[src/rtl/ctrl_pkg.sv]
package ctrl_pkg;
  localparam int OPC_W    = 4;
  localparam int ALU_FN_W = 3;
  localparam int PC_SRC_W = 3;
  localparam int DST_W    = 2;

  typedef enum logic [OPC_W-1:0] {
    OP_AND  = 4'h0, OP_OR   = 4'h1, OP_ANDI = 4'h2, OP_ORI  = 4'h3,
    OP_ADD  = 4'h4, OP_SUB  = 4'h5, OP_ADDI = 4'h6, OP_BEQ  = 4'h7,
    OP_BNE  = 4'h8, OP_SLT  = 4'h9, OP_J    = 4'hA, OP_LW   = 4'hB,
    OP_SW   = 4'hC, OP_NOP  = 4'hD, OP_JAL  = 4'hE, OP_JR   = 4'hF
  } opcode_e;

  typedef enum logic [ALU_FN_W-1:0] {
    FN_AND = 3'd0, FN_OR = 3'd1, FN_ADD = 3'd2, FN_SUB = 3'd3, FN_SLT = 3'd4
  } alu_fn_e;

  typedef enum logic [PC_SRC_W-1:0] {
    PCS_SEQ = 3'b000, PCS_BEQ = 3'b010, PCS_BNE = 3'b011, PCS_JMP = 3'b100
  } pc_src_e;

  typedef enum logic [DST_W-1:0] {
    DST_RD = 2'd0, DST_RT = 2'd1, DST_LINK = 2'd2
  } dst_e;

  // instruction classes; the idle code sets none of them
  typedef struct packed {
    logic reg_alu;  // register-format ALU ops
    logic imm_alu;  // immediate-format ALU ops
    logic use_or;
    logic use_add;
    logic use_sub;
    logic use_slt;
    logic beq;
    logic bne;
    logic jabs;
    logic jal;
    logic jr;
    logic ld;
    logic st;
  } op_class_t;

  typedef struct packed {
    logic    reg_we;
    logic    mem_we;
    dst_e    dst;
    logic    b_imm;
    logic    wb_mem;
    pc_src_e pc_src;
    logic    link;
    logic    reg_jump;
    alu_fn_e alu_fn;
  } ctrl_t;

  localparam ctrl_t CTRL_IDLE = '{reg_we: 1'b0, mem_we: 1'b0, dst: DST_RD,
                                  b_imm: 1'b0, wb_mem: 1'b0, pc_src: PCS_SEQ,
                                  link: 1'b0, reg_jump: 1'b0, alu_fn: FN_AND};
endpackage

[src/rtl/ctrl_opclass.sv]
module ctrl_opclass
  import ctrl_pkg::*;
(
  input  logic [OPC_W-1:0] opcode,
  output op_class_t        cls
);
  always_comb begin
    cls = '0;
    unique case (opcode_e'(opcode))
      OP_AND:  cls.reg_alu = 1'b1;
      OP_OR:   begin cls.reg_alu = 1'b1; cls.use_or  = 1'b1; end
      OP_ANDI: cls.imm_alu = 1'b1;
      OP_ORI:  begin cls.imm_alu = 1'b1; cls.use_or  = 1'b1; end
      OP_ADD:  begin cls.reg_alu = 1'b1; cls.use_add = 1'b1; end
      OP_SUB:  begin cls.reg_alu = 1'b1; cls.use_sub = 1'b1; end
      OP_ADDI: begin cls.imm_alu = 1'b1; cls.use_add = 1'b1; end
      OP_BEQ:  cls.beq  = 1'b1;
      OP_BNE:  cls.bne  = 1'b1;
      OP_SLT:  begin cls.reg_alu = 1'b1; cls.use_slt = 1'b1; end
      OP_J:    cls.jabs = 1'b1;
      OP_LW:   cls.ld   = 1'b1;
      OP_SW:   cls.st   = 1'b1;
      OP_NOP:  cls = '0;
      OP_JAL:  cls.jal  = 1'b1;
      OP_JR:   cls.jr   = 1'b1;
      default: cls = '0;
    endcase
  end
endmodule

[src/rtl/ctrl_datapath_sel.sv]
module ctrl_datapath_sel
  import ctrl_pkg::*;
(
  input  op_class_t cls,
  output logic      reg_we,
  output logic      mem_we,
  output dst_e      dst,
  output logic      b_imm,
  output logic      wb_mem,
  output alu_fn_e   alu_fn
);
  logic any_jump;
  logic mem_op;

  assign any_jump = cls.jabs | cls.jal | cls.jr;
  assign mem_op   = cls.ld | cls.st;

  assign reg_we = cls.reg_alu | cls.imm_alu | cls.ld | cls.jal;
  assign mem_we = cls.st;
  assign wb_mem = cls.ld;
  assign b_imm  = cls.imm_alu | mem_op | cls.jabs | cls.jal;

  always_comb begin
    if (cls.jal)                     dst = DST_LINK;
    else if (cls.imm_alu || cls.ld)  dst = DST_RT;
    else                             dst = DST_RD;
  end

  // branches subtract so the datapath can test the zero flag
  always_comb begin
    if (cls.use_slt)                               alu_fn = FN_SLT;
    else if (cls.use_sub || cls.beq || cls.bne)    alu_fn = FN_SUB;
    else if (cls.use_add || mem_op || any_jump)    alu_fn = FN_ADD;
    else if (cls.use_or)                           alu_fn = FN_OR;
    else                                           alu_fn = FN_AND;
  end
endmodule

[src/rtl/ctrl_flow_sel.sv]
module ctrl_flow_sel
  import ctrl_pkg::*;
(
  input  logic    beq,
  input  logic    bne,
  input  logic    jabs,
  input  logic    jal,
  input  logic    jr,
  output pc_src_e pc_src,
  output logic    link,
  output logic    reg_jump
);
  always_comb begin
    if (jabs || jal || jr) pc_src = PCS_JMP;
    else if (bne)          pc_src = PCS_BNE;
    else if (beq)          pc_src = PCS_BEQ;
    else                   pc_src = PCS_SEQ;
  end

  assign link     = jal;
  assign reg_jump = jr;
endmodule

[src/rtl/ctrl_decoder.sv]
module ctrl_decoder
  import ctrl_pkg::*;
(
  input  logic                clk,
  input  logic                rst,
  input  logic [OPC_W-1:0]    opcode,
  output logic                reg_we,
  output logic                mem_we,
  output logic [DST_W-1:0]    dst_sel,
  output logic                b_imm,
  output logic                wb_mem,
  output logic [PC_SRC_W-1:0] pc_src,
  output logic                link,
  output logic                reg_jump,
  output logic [ALU_FN_W-1:0] alu_fn
);
  op_class_t cls;
  ctrl_t     nxt;
  ctrl_t     q;

  ctrl_opclass u_class (
    .opcode (opcode),
    .cls    (cls)
  );

  ctrl_datapath_sel u_dp (
    .cls    (cls),
    .reg_we (nxt.reg_we),
    .mem_we (nxt.mem_we),
    .dst    (nxt.dst),
    .b_imm  (nxt.b_imm),
    .wb_mem (nxt.wb_mem),
    .alu_fn (nxt.alu_fn)
  );

  ctrl_flow_sel u_flow (
    .beq      (cls.beq),
    .bne      (cls.bne),
    .jabs     (cls.jabs),
    .jal      (cls.jal),
    .jr       (cls.jr),
    .pc_src   (nxt.pc_src),
    .link     (nxt.link),
    .reg_jump (nxt.reg_jump)
  );

  always_ff @(posedge clk) begin
    if (rst) q <= CTRL_IDLE;
    else     q <= nxt;
  end

  assign reg_we   = q.reg_we;
  assign mem_we   = q.mem_we;
  assign dst_sel  = q.dst;
  assign b_imm    = q.b_imm;
  assign wb_mem   = q.wb_mem;
  assign pc_src   = q.pc_src;
  assign link     = q.link;
  assign reg_jump = q.reg_jump;
  assign alu_fn   = q.alu_fn;

  AST_STORE_ONLY_WRITES_MEM: assert property (@(posedge clk) disable iff (rst)
    mem_we |-> ($past(opcode) == OP_SW));
  AST_WRITES_EXCLUSIVE: assert property (@(posedge clk) disable iff (rst)
    !(reg_we && mem_we));
  AST_LOAD_WRITEBACK: assert property (@(posedge clk) disable iff (rst)
    wb_mem |-> (reg_we && b_imm && ($past(opcode) == OP_LW)));
  AST_LINK_PAIRING: assert property (@(posedge clk) disable iff (rst)
    link |-> (reg_we && dst_sel == DST_LINK && pc_src == PCS_JMP));
  AST_REGJUMP_SOLE: assert property (@(posedge clk) disable iff (rst)
    reg_jump |-> (pc_src == PCS_JMP && !link && !reg_we));
  AST_PCSRC_LEGAL: assert property (@(posedge clk) disable iff (rst)
    (pc_src == PCS_SEQ || pc_src == PCS_BEQ || pc_src == PCS_BNE || pc_src == PCS_JMP));
  AST_IDLE_QUIET: assert property (@(posedge clk) disable iff (rst)
    ($past(opcode) == OP_NOP) |-> (!reg_we && !mem_we && pc_src == PCS_SEQ));
endmodule

[config.mk]
export PLATFORM = sky130hd
export DESIGN_NAME = ctrl_decoder
export DESIGN_NICKNAME = d
export VERILOG_FILES = /design/src/rtl/ctrl_pkg.sv /design/src/rtl/ctrl_opclass.sv /design/src/rtl/ctrl_datapath_sel.sv /design/src/rtl/ctrl_flow_sel.sv /design/src/rtl/ctrl_decoder.sv
export SDC_FILE = /design/constraint.sdc
export NUM_CORES = 1
export LEC_CHECK = 0
export BUFFER_PORTS_ARGS = -buffer_cell sky130_fd_sc_hd__buf_2
export CELL_PAD_IN_SITES_DETAIL_PLACEMENT = 1
export CELL_PAD_IN_SITES_GLOBAL_PLACEMENT = 2
export CORE_UTILIZATION = 28
export DETAILED_ROUTE_END_ITERATION = 10
export PLACE_DENSITY = 0.77
export SLEW_MARGIN = 20
export SYNTH_ARGS = -nofsm -noshare
export SYNTH_HDL_FRONTEND = slang
export SYNTH_HIERARCHICAL = 1
export SYNTH_SLANG_ARGS = --single-unit
[constraint.sdc]
create_clock -name clk -period 1.25 [get_ports clk]
set_input_delay 0.25 -clock clk [delete_from_list [all_inputs] [get_ports clk]]
set_output_delay 0.25 -clock clk [all_outputs]
set_load 0.02 [all_outputs]
==> reports/results.md <==
## Status
• **outcome** finished, final reports clean

## Floorplanning
• **chip width** 50.4 um
• **placeable core region** 2210 um^2
• **number of cell rows** 17
• **Chip Height** 50.4 um
• **number of top-level design ports** 20
• **die outline area** 2540 um^2
• **starting utilization of the core area** 0.296

## Global route
• **initial antenna violation count** 0
• **aggregate global routing overflow** 0
• **wire length of the first global-routing pass** 2390 um
• **Tot GR Track Use** 0.131
• **largest net degree at the start of global routing** 13
• **number of global-route vias before repair** 554

## Worst setup path
• **family with the most delay on the worst path** simple AND/OR/NAND/NOR gates
• **maximum fanout encountered on the critical timing path** 4
• **buffers and inverters on the worst path** 2
• **required time at the endpoint of the critical path** 1.47 ns
• **crit-path cells** buf_2 > nand2b_1 > nor2_1 > buf_4 > or3_4 > nor2_1 > nor2b_2
• **Slowest cell on crit path** or3_4
• **most used cell along the critical path** nor2_1
• **slowest cell delay on critical path** 0.39 ns
• **Critical Path Source Type** input pin
• **endpoint type of the worst setup path** flop
• **kind of critical path** input pin to flop
• **CP Depth** 7
• **WP data arrival** 1.32 ns

## Timing
• **highest clock frequency the design can meet** 0.916 GHz
• **setup repair after global routing missed its margin** no
• **count of endpoints failing hold in the final timing report** 0
• **headroom to the max-slew limit** 0.785
• **worst hold margin** 0.298 ns
• **Post-Route Setup TNS** 0 ns
• **worst-margin pin slew** 0.320 ns
• **Max Slew Vio Count** 0
• **post-route clock period utilization** 0.873
• **# setup viols final** 0
• **Final min period** 1.09 ns

## Clock network
• **post_cts resized** 0
• **CTS Buf Count** 3
• **clock tree from TritonCTS** yes
• **Clock transition at path regs** 0.09 ns
• **Root Buffer Master** clkbuf_4
• **Post-CTS Setup Repair Bufs** 0
• **number of buffers inserted for hold repair after clock tree synthesis** 0
• **maximum number of buffers from clock root to sink** 2
• **TritonCTS sink count** 14
• **H-tree level count** 1

## Hold path
• **worst min path class** input pin to flop
• **worst hold path stage count** 2

## Synth
• **number of synthesized register bits** 14
• **Syn Nets** 78
• **sequential-to-total area share from yosys stat** 0.427
• **Cell variety after synth** 20
• **average cell area after synthesis** 9.11 um^2
• **number of warnings printed during yosys synthesis** 6
• **synthesized area** 656 um^2
• **gate count of the mapped netlist** 72

## Route
• **total wire length** 1340 um
• **post-detailed-route via-to-cell ratio** 4.22
• **DRT iter0 DRCs** 1
• **count of vias placed by the detailed router** 549
• **DRC Markers** 0
• **Pre-antenna DRT Iters** 2
• **average wire length per cell after detail routing** 10.3 um
• **antenna-violating nets left** 0

## Place
• **Inst Count DP** 126
• **count of buffers inserted at the top-level ports** 19
• **Post-DP HPWL** 1110 um
• **global placer's final weighted congestion** 0.732

## Power and ir drop
• **VDD IR-drop max** 0.542 mV
• **leakage power summed over all cells** 0.428 nW
• **Pwr Density** 1110 nW/um^2

## Cells and area
• **area growth from synthesis to layout** 32.8%
• **post-route insts no fill** 130
• **antenna diode count** 0
• **layout cell share with drive strength beyond 1** 0.520
• **nets@finish** 109

## Run
• **max cap viols** 0

==> sequential cells by signal, indices dropped and copies added, names as in the netlist <==
register	count
reg_jump	1
wb_mem	1
mem_we	1
b_imm	1
reg_we	1
dst_sel	2
pc_src	3
link	1
alu_fn	3
==> layout by cell type (no fill, tap or decap) <==
cell type,netlist,routed
nor3_2,1,1
nor2_1,14,14
nand2_1,4,4
a21oi_1,1,1
nor2b_1,1,1
inv_1,2,2
or3_4,1,1
nor2b_2,10,10
and2b_1,3,3
buf_2,0,19
nand3_2,1,1
nor2_2,1,1
nand2b_1,5,5
dfxtp_1,14,14
a31oi_1,1,1
a21oi_2,1,1
clkbuf_4,0,3
a211oi_1,1,1
nor3_1,3,3
nor3_4,1,1
clkbuf_8,0,1
buf_4,6,14
==> final timing paths <==
kind,start,to,slack (ns)
min,rst,pc_src[2],0.30
max,opcode[0],pc_src[0],0.16
==> cells by family after synthesis <==
group,after synthesis,synth area share
compound gates,4,0.0420
simple gates,45,0.433
flops,14,0.427
buf+inv,9,0.0973
==> stage by stage <==
stage | cell area (um^2) | utilization | setup WS [ns] | power (mW)
final | 871 | 0.394 | 0.158 | 0.963
after global routing | 871 | 0.394 | 0.0709 | 1.01
after CTS | 871 | 0.394 | 0.153 | 0.972
after detailed placement | 835 | 0.377 | -0.133 | 0.648
after global placement | 835 | 0.377 | -0.125 | 0.643
after floorplan | 656 | - | 0.0612 | 0.584
==> cell usage after synthesis <==
library cell  instances  share of area
nor3_2                1          0.015
and2b_1               3          0.034
nand2b_1              5          0.048
a21oi_1               1         0.0076
nor3_4                1          0.025
buf_6                 1          0.017
nor2_2                1         0.0095
or3_4                 1          0.017
a21oi_2               1          0.013
a31oi_1               1         0.0095
nor2_1               14          0.080
a211oi_1              1          0.011
dfxtp_1              14           0.43
nor3_1                3          0.023
buf_4                 6          0.069
nor2b_1               1         0.0095
nor2b_2              10           0.13
inv_1                 2          0.011
nand2_1               4          0.023
nand3_2               1          0.015
==> report_power, final <==
part           internal, mW  switching, mW  total [mW]
Clock                 0.177          0.151       0.328
Sequential            0.463        0.00333       0.467
Combinational        0.0785         0.0903       0.169
Total                 0.719          0.244       0.963
==> metal layers <==
metal | vias to the layer above | GRT usage | routed length (um)
met1 | 245 | 0.142 | 593
met4 | 0 | 0.111 | 52
met3 | 4 | 0.0303 | 62
met5 | - | 0 | 0
li1 | 284 | - | -
met2 | 16 | 0.213 | 631
==> area by class of cell <==
class	instances	area, um^2
sequential	14	280
tap	28	35.0
clock buffer	4	36.3
multi-input combinational	49	312
timing repair buffer	33	200
inverter	2	7.51
fill	268	1340
Power figures use the tool's default switching activity.
